--- src/rtl/stepref_pkg.sv ---
package stepref_pkg;

  typedef enum logic {
    RATE_FAST = 1'b0,
    RATE_SLOW = 1'b1
  } rate_e;

  // counter width able to hold 0 .. n-1 (at least one bit)
  function automatic int unsigned cnt_bits(int unsigned n);
    return (n <= 2) ? 1 : $clog2(n);
  endfunction

  function automatic rate_e other_rate(rate_e r);
    return (r == RATE_FAST) ? RATE_SLOW : RATE_FAST;
  endfunction

endpackage

--- src/rtl/stepref_prescaler.sv ---
module stepref_prescaler #(
  parameter int unsigned DIV = 2500
) (
  input  logic clk,
  input  logic rst,
  output logic tick_o
);
  localparam int unsigned    CW   = stepref_pkg::cnt_bits(DIV);
  localparam logic [CW-1:0]  LAST = CW'(DIV - 1);

  logic [CW-1:0] cnt_q;

  always_ff @(posedge clk) begin
    if (rst)                cnt_q <= '0;
    else if (cnt_q == LAST) cnt_q <= '0;
    else                    cnt_q <= cnt_q + 1'b1;
  end

  assign tick_o = (cnt_q == LAST);
endmodule

--- src/rtl/stepref_sequencer.sv ---
module stepref_sequencer
  import stepref_pkg::*;
#(
  parameter int unsigned INTERVAL_TICKS = 10000,
  parameter int unsigned SLOW_DIV       = 2
) (
  input  logic  clk,
  input  logic  rst,
  input  logic  tick_i,
  output logic  toggle_o,
  output logic  step_o,
  output rate_e rate_o
);
  localparam int unsigned   IW     = cnt_bits(INTERVAL_TICKS);
  localparam int unsigned   PW     = cnt_bits(SLOW_DIV);
  localparam logic [IW-1:0] I_LAST = IW'(INTERVAL_TICKS - 1);
  localparam logic [PW-1:0] P_LAST = PW'(SLOW_DIV - 1);

  logic [IW-1:0] icnt_q;
  logic [PW-1:0] phase_q;
  logic          pend_q;
  rate_e         rate_q;
  logic          wrap_now;

  assign wrap_now = tick_i && (icnt_q == I_LAST);
  assign toggle_o = tick_i && ((rate_q == RATE_FAST) || (phase_q == P_LAST));
  assign step_o   = toggle_o && (pend_q || wrap_now);
  assign rate_o   = rate_q;

  always_ff @(posedge clk) begin
    if (rst) begin
      icnt_q  <= '0;
      phase_q <= '0;
      pend_q  <= 1'b0;
      rate_q  <= RATE_FAST;
    end else if (tick_i) begin
      icnt_q <= wrap_now ? '0 : icnt_q + 1'b1;
      if (step_o) begin
        pend_q  <= 1'b0;
        rate_q  <= other_rate(rate_q);
        phase_q <= '0;
      end else begin
        if (wrap_now) pend_q <= 1'b1;
        if (rate_q == RATE_SLOW)
          phase_q <= (phase_q == P_LAST) ? '0 : phase_q + 1'b1;
      end
    end
  end
endmodule

--- src/rtl/stepref_shaper.sv ---
module stepref_shaper (
  input  logic clk,
  input  logic rst,
  input  logic toggle_i,
  input  logic step_i,
  output logic ref_o,
  output logic mark_o
);
  always_ff @(posedge clk) begin
    if (rst) begin
      ref_o  <= 1'b0;
      mark_o <= 1'b0;
    end else begin
      ref_o  <= ref_o ^ toggle_i;
      mark_o <= step_i;
    end
  end
endmodule

--- src/rtl/stepref_pump_pin.sv ---
module stepref_pump_pin #(
  parameter bit DRIVE_LEVEL = 1'b1
) (
  input  logic en_n_i,
  output logic drv_o,
  output logic oe_o
);
  assign drv_o = DRIVE_LEVEL;
  assign oe_o  = ~en_n_i;
endmodule

--- src/rtl/stepref_gen.sv ---
module stepref_gen
  import stepref_pkg::*;
#(
  parameter int unsigned PRESCALE_DIV   = 2500,
  parameter int unsigned INTERVAL_TICKS = 10000,
  parameter int unsigned SLOW_DIV       = 2
) (
  input  logic clk,
  input  logic rst,
  input  logic up_en_n,
  input  logic dn_en_n,
  output logic ref_o,
  output logic ref_probe_o,
  output logic step_mark_o,
  output logic up_drv_o,
  output logic up_oe_o,
  output logic dn_drv_o,
  output logic dn_oe_o
);
  // named internal events, visible to the bound checker
  logic  tick_w;
  logic  toggle_w;
  logic  step_w;
  rate_e rate_w;
  logic  rate_slow_w;
  logic  ref_w;

  stepref_prescaler #(.DIV(PRESCALE_DIV)) u_presc (
    .clk(clk), .rst(rst), .tick_o(tick_w)
  );

  stepref_sequencer #(.INTERVAL_TICKS(INTERVAL_TICKS), .SLOW_DIV(SLOW_DIV)) u_seq (
    .clk(clk), .rst(rst), .tick_i(tick_w),
    .toggle_o(toggle_w), .step_o(step_w), .rate_o(rate_w)
  );

  stepref_shaper u_shape (
    .clk(clk), .rst(rst), .toggle_i(toggle_w), .step_i(step_w),
    .ref_o(ref_w), .mark_o(step_mark_o)
  );

  assign rate_slow_w = (rate_w == RATE_SLOW);
  assign ref_o       = ref_w;
  assign ref_probe_o = ref_w;

  stepref_pump_pin #(.DRIVE_LEVEL(1'b1)) u_up_pin (
    .en_n_i(up_en_n), .drv_o(up_drv_o), .oe_o(up_oe_o)
  );

  stepref_pump_pin #(.DRIVE_LEVEL(1'b0)) u_dn_pin (
    .en_n_i(dn_en_n), .drv_o(dn_drv_o), .oe_o(dn_oe_o)
  );
endmodule

--- config.mk ---
export PLATFORM = sky130hd
export DESIGN_NAME = stepref_gen
export DESIGN_NICKNAME = d
export VERILOG_FILES = /design/src/rtl/stepref_pkg.sv /design/src/rtl/stepref_prescaler.sv /design/src/rtl/stepref_sequencer.sv /design/src/rtl/stepref_shaper.sv /design/src/rtl/stepref_pump_pin.sv /design/src/rtl/stepref_gen.sv
export SDC_FILE = /design/constraint.sdc
export NUM_CORES = 1
export LEC_CHECK = 0
export BUFFER_PORTS_ARGS = -buffer_cell sky130_fd_sc_hd__buf_4
export CELL_PAD_IN_SITES_DETAIL_PLACEMENT = 0
export CELL_PAD_IN_SITES_GLOBAL_PLACEMENT = 1
export CORE_MARGIN = 2
export CORE_UTILIZATION = 40
export DETAILED_ROUTE_END_ITERATION = 6
export PLACE_DENSITY_LB_ADDON = 0.1
export SYNTH_ARGS = -nofsm -noshare
export SYNTH_HDL_FRONTEND = slang
export SYNTH_SLANG_ARGS = --single-unit
--- constraint.sdc ---
create_clock -name clk -period 2.1 [get_ports clk]
set_input_delay 0.105 -clock clk [delete_from_list [all_inputs] [get_ports clk]]
set_output_delay 0.105 -clock clk [all_outputs]
set_load 0.05 [all_outputs]
## Word-level counts from Yosys, hierarchy flattened

Cells that the tools add are included.

- Add/subtract/negate cells: 3
- Equal/unequal tests: 2
- Mux-type cells: 7
- Bitwise gates (word level): 4
- Reduce and logical (&&, ||, !) cells: 11

Operator list:

| operator | number |
|---|---|
| $add A14 B1 Y14 const B | 1 |
| $eq A14 B14 Y1 const B | 1 |
| $mux W14 | 1 |
| $add A12 B1 Y12 const B | 1 |
| $eq A12 B12 Y1 const B | 1 |
| $mux W1 | 6 |
| $reduce_and A2 Y1 | 3 |
| $reduce_bool A2 Y1 | 2 |
| $logic_and A1 B1 Y1 | 3 |
| $not A1 Y1 | 3 |
| $logic_or A1 B1 Y1 | 2 |
| $reduce_or A2 Y1 | 1 |
| $add A1 B1 Y1 const B | 1 |
| $xor A1 B1 Y1 | 1 |

- Output and inout port bits: 7
- Flip-flop bits (word level): 31
- Bits of input ports: 4

## Logic depth before layout (Yosys ltp)

Gate-level depths: netlist of the first run.

- Word-level depth: 6
- Depth in mapped cells: 6
- Depth with buffers taken out: 5

## Modules after synthesis

A second synthesis of the first run with hierarchy kept.

- Cells, all modules: 164
- Area, all modules: 1490.2 um2

By module, submodules not included:

| module | instances | seq. area each (um2) | area an instance (um2) | cells an instance |
|---|---|---|---|---|
| stepref_sequencer | 1 | 340.3 | 838.3 | 92 |
| stepref_prescaler | 1 | 240.2 | 555.5 | 60 |
| stepref_shaper | 1 | 40.0 | 58.8 | 5 |
| stepref_pump_pin | 2 | 0.0 | 15.0 | 3 |
| stepref_gen | 1 | 0.0 | 7.5 | 1 |

## Worst setup path before layout of the first run

OpenSTA, ideal clock, no wires.

- Kind: reg2reg
- Start: reg u_seq.icnt_q[0]
- End: reg u_seq.icnt_q[12]
- Setup time: 0.071 ns
- Stages on the path, launching flop included: 7
- Path buffers: 1
- Period minus slack after synthesis: 1.743 ns
- Path slack: 0.357 ns
- Required time: 2.029 ns
- Data arrival time: 1.673 ns
- Path through: dfxtp_1 -> ha_1 -> and3_1 -> and4_1 -> buf_2 -> or4_1 -> a21oi_1

- Longest elaborated chain between the ends: 3
- Elaborated cells between the ends (all ways): 4

RTL lines:

| what | RTL line | text |
|---|---|---|
| start: declaration | stepref_sequencer.sv:19 | `logic [IW-1:0] icnt_q;` |
| start signal: assignment | stepref_sequencer.sv:37 | `icnt_q <= wrap_now ? '0 : icnt_q + 1'b1;` |
| branches (longest 2 deep; another with $add A14 B1 Y14) | n/a |  |
| $mux W14 (*) | stepref_sequencer.sv:37 |  |

Every way passes the cells marked *.
A chain may end at the register's enable or synchronous reset.

## Worst setup path in the final report of the first run

- Start: reg u_presc.cnt_q[0]
- End: reg u_presc.cnt_q[5]

- Longest elaborated chain between the ends: 2
- Elaborated cells between the ends (all ways): 3

RTL lines:

| what | RTL line | text |
|---|---|---|
| start: declaration | stepref_prescaler.sv:11 | `logic [CW-1:0] cnt_q;` |
| start signal: assignment | stepref_prescaler.sv:16 | `else cnt_q <= cnt_q + 1'b1;` |
| branches (longest 2 deep; another with $add A12 B1 Y12) | n/a |  |

Parallel ways; which one is timed is not known.

==> run_results.csv, run 1 <==
group,metric,value,unit
setup_path,slowest_stage,"and3_1",
sta,rsz0062_at_grt,"false",
placement,routabilityCongestion,0.743,
clock_tree,root_buffer,"clkbuf_8",
logic_synthesis,postSynthCellCount,174,
setup_path,arrival,2.03,ns
cells_and_area,fin_nets,188,
logic_synthesis,synth.net_count,180,
hold_path,hp-class,"in2reg",
logic_synthesis,yosys_warnings,0,
clock_tree,cts.sinks,31,
drt,dr.pass1.iters,4,
flow_run,drv_cap,0,
drt,drc_errors,0,
floorplanning,fp-row-count,22,
logic_synthesis,syn_area,1500,um2
clock_tree,cts_resized,0,
clock_tree,path_clk_slew,0.06,ns
sta,hold_viol_final,0,
sta,period_needed,1.86,ns
sta,setup_viol,0,
placement,io_buffer_count,8,
cells_and_area,antenna_cells,0,
setup_path,critPathTopFamily,"simple AND/OR/NAND/NOR gates",
global_route,grt_max_degree,16,
pwr,cellPowerDensity,645,nW/um2
setup_path,path_class,"reg2reg",
cells_and_area,fill_cells,369,
logic_synthesis,ys_ff_latch,31,
setup_path,crit_chain,"ha_1 -> and4bb_2 -> and3_1 -> or2_2 -> nor2_1",
pwr,ir_drop,0.000310,V
clock_tree,cts_hold_buffers,0,
clock_tree,postCtsSetupBuffers,0,
cells_and_area,area_growth,10.6,%
floorplanning,dieHeight,65.2,um
cells_and_area,final_cell_mix,"dfxtp_1 (31), nor2_1 (16), a21oi_1 (13)",
cells_and_area,final_common_cell,"dfxtp_1",
setup_path,end_kind,"flip-flop",
setup_path,path_buf_inv,0,
setup_path,cp.required,2.26,ns
drt,routed-via-count,1234,
sta,drv_slew,0,
cells_and_area,multi_input_area,801,um2
placement,placed_area,1580,um2
pwr,leakage,0.000607,uW
cells_and_area,final_cells,229,
floorplanning,core_area,3630,um2
floorplanning,start_util,41.2,%
sta,post-route-period-util,88.8,%
global_route,grt_pass1_wl,5.46,mm
cells_and_area,final_area,1660,um2
drt,wl,3.01,mm
sta,fin_setup_tns,0,ns
sta,fin_skew,0.00417,ns
floorplanning,io_pins,11,
drt,wire_per_inst,13.1,um
drt,drtAntennaViolNets,0,
global_route,track_usage,16.8,%
clock_tree,worstSkewPairLatency,0.28,ns
logic_synthesis,seq_area_frac_synth,41.5,%
drt,via_per_inst,5.39,
clock_tree,cts_buffers,5,
cells_and_area,drive_gt1_share,11.0,%
global_route,antenna_found_initial,0,
placement,place_inst,223,
global_route,grt_pass1_vias,1202,
run_status,status,"finished clean",
logic_synthesis,ys_types,41,
setup_path,path_max_fanout,11,
clock_tree,cts_tree,"done",
clock_tree,clock_path_buffers,2,
setup_path,max_stage_delay,0.40,ns
placement,hpwl,2.20,mm
clock_tree,htreeDepth,2,
setup_path,r2r_setup_slack,0.24,ns
global_route,grt_overflow,0,
floorplanning,die-width,65.2,um
floorplanning,dieArea,4250,um2
drt,drt_iter0_markers,76,
setup_path,start_kind,"flip-flop",
cells_and_area,final-seq-area,621,um2
logic_synthesis,avgSynthCellArea,8.60,um2
sta,max_freq,536,MHz
==> area by class of cell <==
cell class | instances | share of cell area (%)
Clock buffer | 6 | 4.38
Inverter | 7 | 1.59
Multi-Input combinational cell | 127 | 48.4
Sequential cell | 31 | 37.5
Tap cell | 48 | 3.63
Timing Repair Buffer | 10 | 4.54
==> synth_stat cells (all sizes together) <==
| library cell | count | area [um2] |
|---|---|---|
| a211oi | 2 | 15.0 |
| a21bo | 1 | 10.0 |
| a21oi | 13 | 65.1 |
| a22oi | 1 | 7.51 |
| a31oi | 1 | 6.26 |
| a41oi | 1 | 8.76 |
| and2 | 2 | 12.5 |
| and3 | 5 | 31.3 |
| and4 | 4 | 35.0 |
| and4bb | 1 | 12.5 |
| buf | 6 | 37.5 |
| clkbuf | 3 | 11.3 |
| conb | 2 | 7.51 |
| dfxtp | 31 | 621 |
| ha | 2 | 25.0 |
| inv | 7 | 26.3 |
| nand2 | 10 | 37.5 |
| nand2b | 2 | 12.5 |
| nand3 | 9 | 45.0 |
| nand3b | 2 | 15.0 |
| nand4 | 7 | 56.3 |
| nor2 | 16 | 60.1 |
| nor2b | 1 | 6.26 |
| nor3 | 8 | 40.0 |
| nor4 | 2 | 27.5 |
| nor4b | 1 | 8.76 |
| o2111a | 1 | 11.3 |
| o21ai | 8 | 40.0 |
| o221a | 1 | 11.3 |
| o311a | 1 | 10.0 |
| o31ai | 3 | 22.5 |
| or2 | 1 | 6.26 |
| or3 | 4 | 25.0 |
| or3b | 1 | 8.76 |
| or4 | 2 | 15.0 |
| xnor2 | 8 | 70.1 |
| xor2 | 4 | 35.0 |
==> flip-flops by register name (all words and copies together), names as in the netlist <==
name,count
u_seq.icnt_q,14
u_seq.rate_o,1
u_shape.ref_o,1
u_presc.cnt_q,12
u_shape.mark_o,1
u_seq.phase_q,1
u_seq.pend_q,1
==> cells by family after synthesis <==
kind of cell	count (synthesis)	share of synthesized area [%]
DFF	31	41.5
adders and majority gates	2	1.67
other	2	0.502
buffers and inverters	16	5.02
AOI/OAI and AO/OA	33	13.9
xor gates and xnor gates	12	7.02
and+or+nand+nor	78	30.4
==> through the flow <==
step | util, % | hold slack [ns] | total power [uW] | setup slack, ns
floorplan | - | 0.278 | 650 | 0.357
global placement | 43.6 | 0.409 | 663 | 0.292
detailed placement | 43.6 | 0.411 | 665 | 0.271
CTS | 45.6 | 0.114 | 1080 | 0.233
global route | 45.6 | 0.127 | 1110 | 0.0835
finish | 45.6 | 0.122 | 1070 | 0.235
==> final timing paths <==
kind	from	to	depth (start not counted)
min	rst	u_seq.icnt_q[12]	2
max	u_presc.cnt_q[0]	u_presc.cnt_q[5]	5
min reg2reg	u_presc.cnt_q[0]	u_presc.cnt_q[0]	1
max reg2reg	u_presc.cnt_q[0]	u_presc.cnt_q[5]	5
==> per-layer routing <==
layer	track usage, %	part of all wire (%)	vias up
li1	-	-	635
met1	21.7	50	570
met2	25.4	44	26
met3	6.85	4.6	3
met4	5.47	0.93	0
met5	0	0	-
==> report_power, final <==
| group | internal, uW | leakage [uW] | total, uW | switching, uW |
|---|---|---|---|---|
| clock network | 220 | 0.0000371 | 415 | 195 |
| logic | 17.2 | 0.000320 | 53.1 | 35.9 |
| registers | 593 | 0.000250 | 599 | 6.08 |
| total | 830 | 0.000607 | 1070 | 237 |
Power figures use the tool's default switching activity.
==> run 2, diff against run 1 <==
- PLACE_DENSITY_LB_ADDON: 0.1 -> 0.12
- TNS_END_PERCENT: default -> 50
==> run_results.csv, run 2 (same netlist as run 1, synthesis figures left out) <==
group,metric,value,unit
floorplanning,dieArea,4250,um2
clock_tree,cts_buffers,5,
global_route,grt_overflow,0,
drt,dr.pass1.iters,4,
cells_and_area,top_regs,"u_seq.icnt_q x14, u_presc.cnt_q x12",
drt,drt_iter0_markers,60,
sta,hold_viol_final,0,
global_route,track_usage,16.6,%
clock_tree,clock_path_buffers,2,
hold_path,hold_start,"rst",
drt,via_per_inst,5.36,
global_route,antenna_found_initial,0,
setup_path,reg2reg_depth,4,
drt,drc_errors,0,
sta,post-route-period-util,87.5,%
floorplanning,start_util,41.2,%
sta,slew_headroom,64.3,%
cells_and_area,drive_gt1_share,10.1,%
global_route,grtUsageMet1,21.8,%
setup_path,path_max_fanout,9,
drt,wire_per_inst,13.2,um
clock_tree,path_clk_slew,0.06,ns
drt,wl,2.99,mm
clock_tree,postCtsSetupBuffers,0,
cells_and_area,fill_cells,370,
sta,period_needed,1.84,ns
cells_and_area,antenna_cells,0,
flow_run,drv_cap,0,
floorplanning,dieHeight,65.2,um
cells_and_area,top_register,"u_seq.icnt_q",
hold_path,hold_depth,2,
drt,drtAntennaViolNets,0,
clock_tree,cts_hold_buffers,0,
sta,rsz0062_at_grt,"false",
pwr,ir_drop,0.000404,V
setup_path,start_kind,"flip-flop",
cells_and_area,largest_reg_flops,14,
global_route,grt_max_degree,16,
sta,fin_skew,0.00244,ns
setup_path,r2r_setup_slack,0.26,ns
setup_path,arrival,2.01,ns
pwr,cellPowerDensity,655,nW/um2
floorplanning,core_area,3630,um2
sta,worstMarginPinSlew,0.528,ns
global_route,grt-busiest-layer,"met2",
cells_and_area,final_cell_mix,"dfxtp_1 (31), nor2_1 (16), a21oi_1 (13)",
setup_path,path_class,"reg2reg",
placement,hpwl,2.15,mm
pwr,leakage,0.000597,uW
cells_and_area,area_growth,9.62,%
sta,fin_setup_tns,0,ns
drt,routed-via-count,1216,
placement,io_buffer_count,8,
clock_tree,root_buffer,"clkbuf_8",
clock_tree,cts_tree,"done",
sta,drv_slew,0,
clock_tree,worstSkewPairLatency,0.28,ns
sta,setup_viol,0,
cells_and_area,fin_nets,186,
placement,placed_area,1570,um2
global_route,grt_pass1_vias,1148,
setup_path,cp.required,2.27,ns
global_route,use_met2,24.9,%
clock_tree,cts_resized,0,
sta,max_freq,544,MHz
global_route,met3_usage,4.62,%
cells_and_area,final_common_cell,"dfxtp_1",
setup_path,reg2reg_from,"u_seq.icnt_q[6]",
setup_path,timing.rr.end,"u_seq.icnt_q[8]",
floorplanning,fp-row-count,22,
run_status,status,"finished clean",
floorplanning,die-width,65.2,um
setup_path,end_kind,"flip-flop",
global_route,grt_pass1_wl,5.33,mm
clock_tree,htreeDepth,2,
hold_path,holdPathEnd,"u_seq.icnt_q[1]",
hold_path,hp-class,"in2reg",
clock_tree,cts.sinks,31,
floorplanning,io_pins,11,
cells_and_area,final_area,1640,um2
cells_and_area,fin_util,45.1,%
placement,routabilityCongestion,0.764,
run 2: layer usage:
metal,routed length [um],share of wire (%)
met5,0,0
met2,1310,44
met3,94,3.1
met4,72,2.4
met1,1510,51
run 2: worst max-delay path by stage:
stage                        to        startpoint  cells after the start  slack [ns]
3_3_place_gp    u_seq.icnt_q[8]   u_seq.icnt_q[6]                      4        0.28
2_1_floorplan  u_seq.icnt_q[12]   u_seq.icnt_q[0]                      6        0.36
6_report        u_seq.icnt_q[8]   u_seq.icnt_q[6]                      4        0.26
4_1_cts        u_presc.cnt_q[5]  u_presc.cnt_q[0]                      5        0.26
5_1_grt        u_presc.cnt_q[8]  u_presc.cnt_q[0]                      5        0.11
3_5_place_dp   u_presc.cnt_q[5]  u_presc.cnt_q[0]                      5        0.24
run 2: critical path, cell delays in order (launching register included):
cell and delay (ns):
dfxtp_1 0.36, nor4b_1 0.53, and4_1 0.46, nor3_1 0.13
o221a_1 0.25
run 2: where the power goes:
part	internal (uW)	switching, uW
Clock	220	205
Sequential	593	5.34
Combinational	15.4	34.8
Total	829	245
run 2: stage by stage:
stage	total power [uW]	hold WS, ns	std cells	setup WS, ns
after detailed placement	662	0.413	221	0.243
after global placement	662	0.400	221	0.280
after CTS	1090	0.105	227	0.257
after floorplan	650	0.278	174	0.357
after global routing	1120	0.118	227	0.113
final	1070	0.111	227	0.263
run 2: area by class of cell:
type	instances	area, um2	share of cell area, %
sequential	31	621	37.8
clock buffer	6	72.6	4.42
multi-input combinational	127	801	48.8
tap	48	60.1	3.66
timing repair buffer	8	60.1	3.66
inverter	7	26.3	1.60
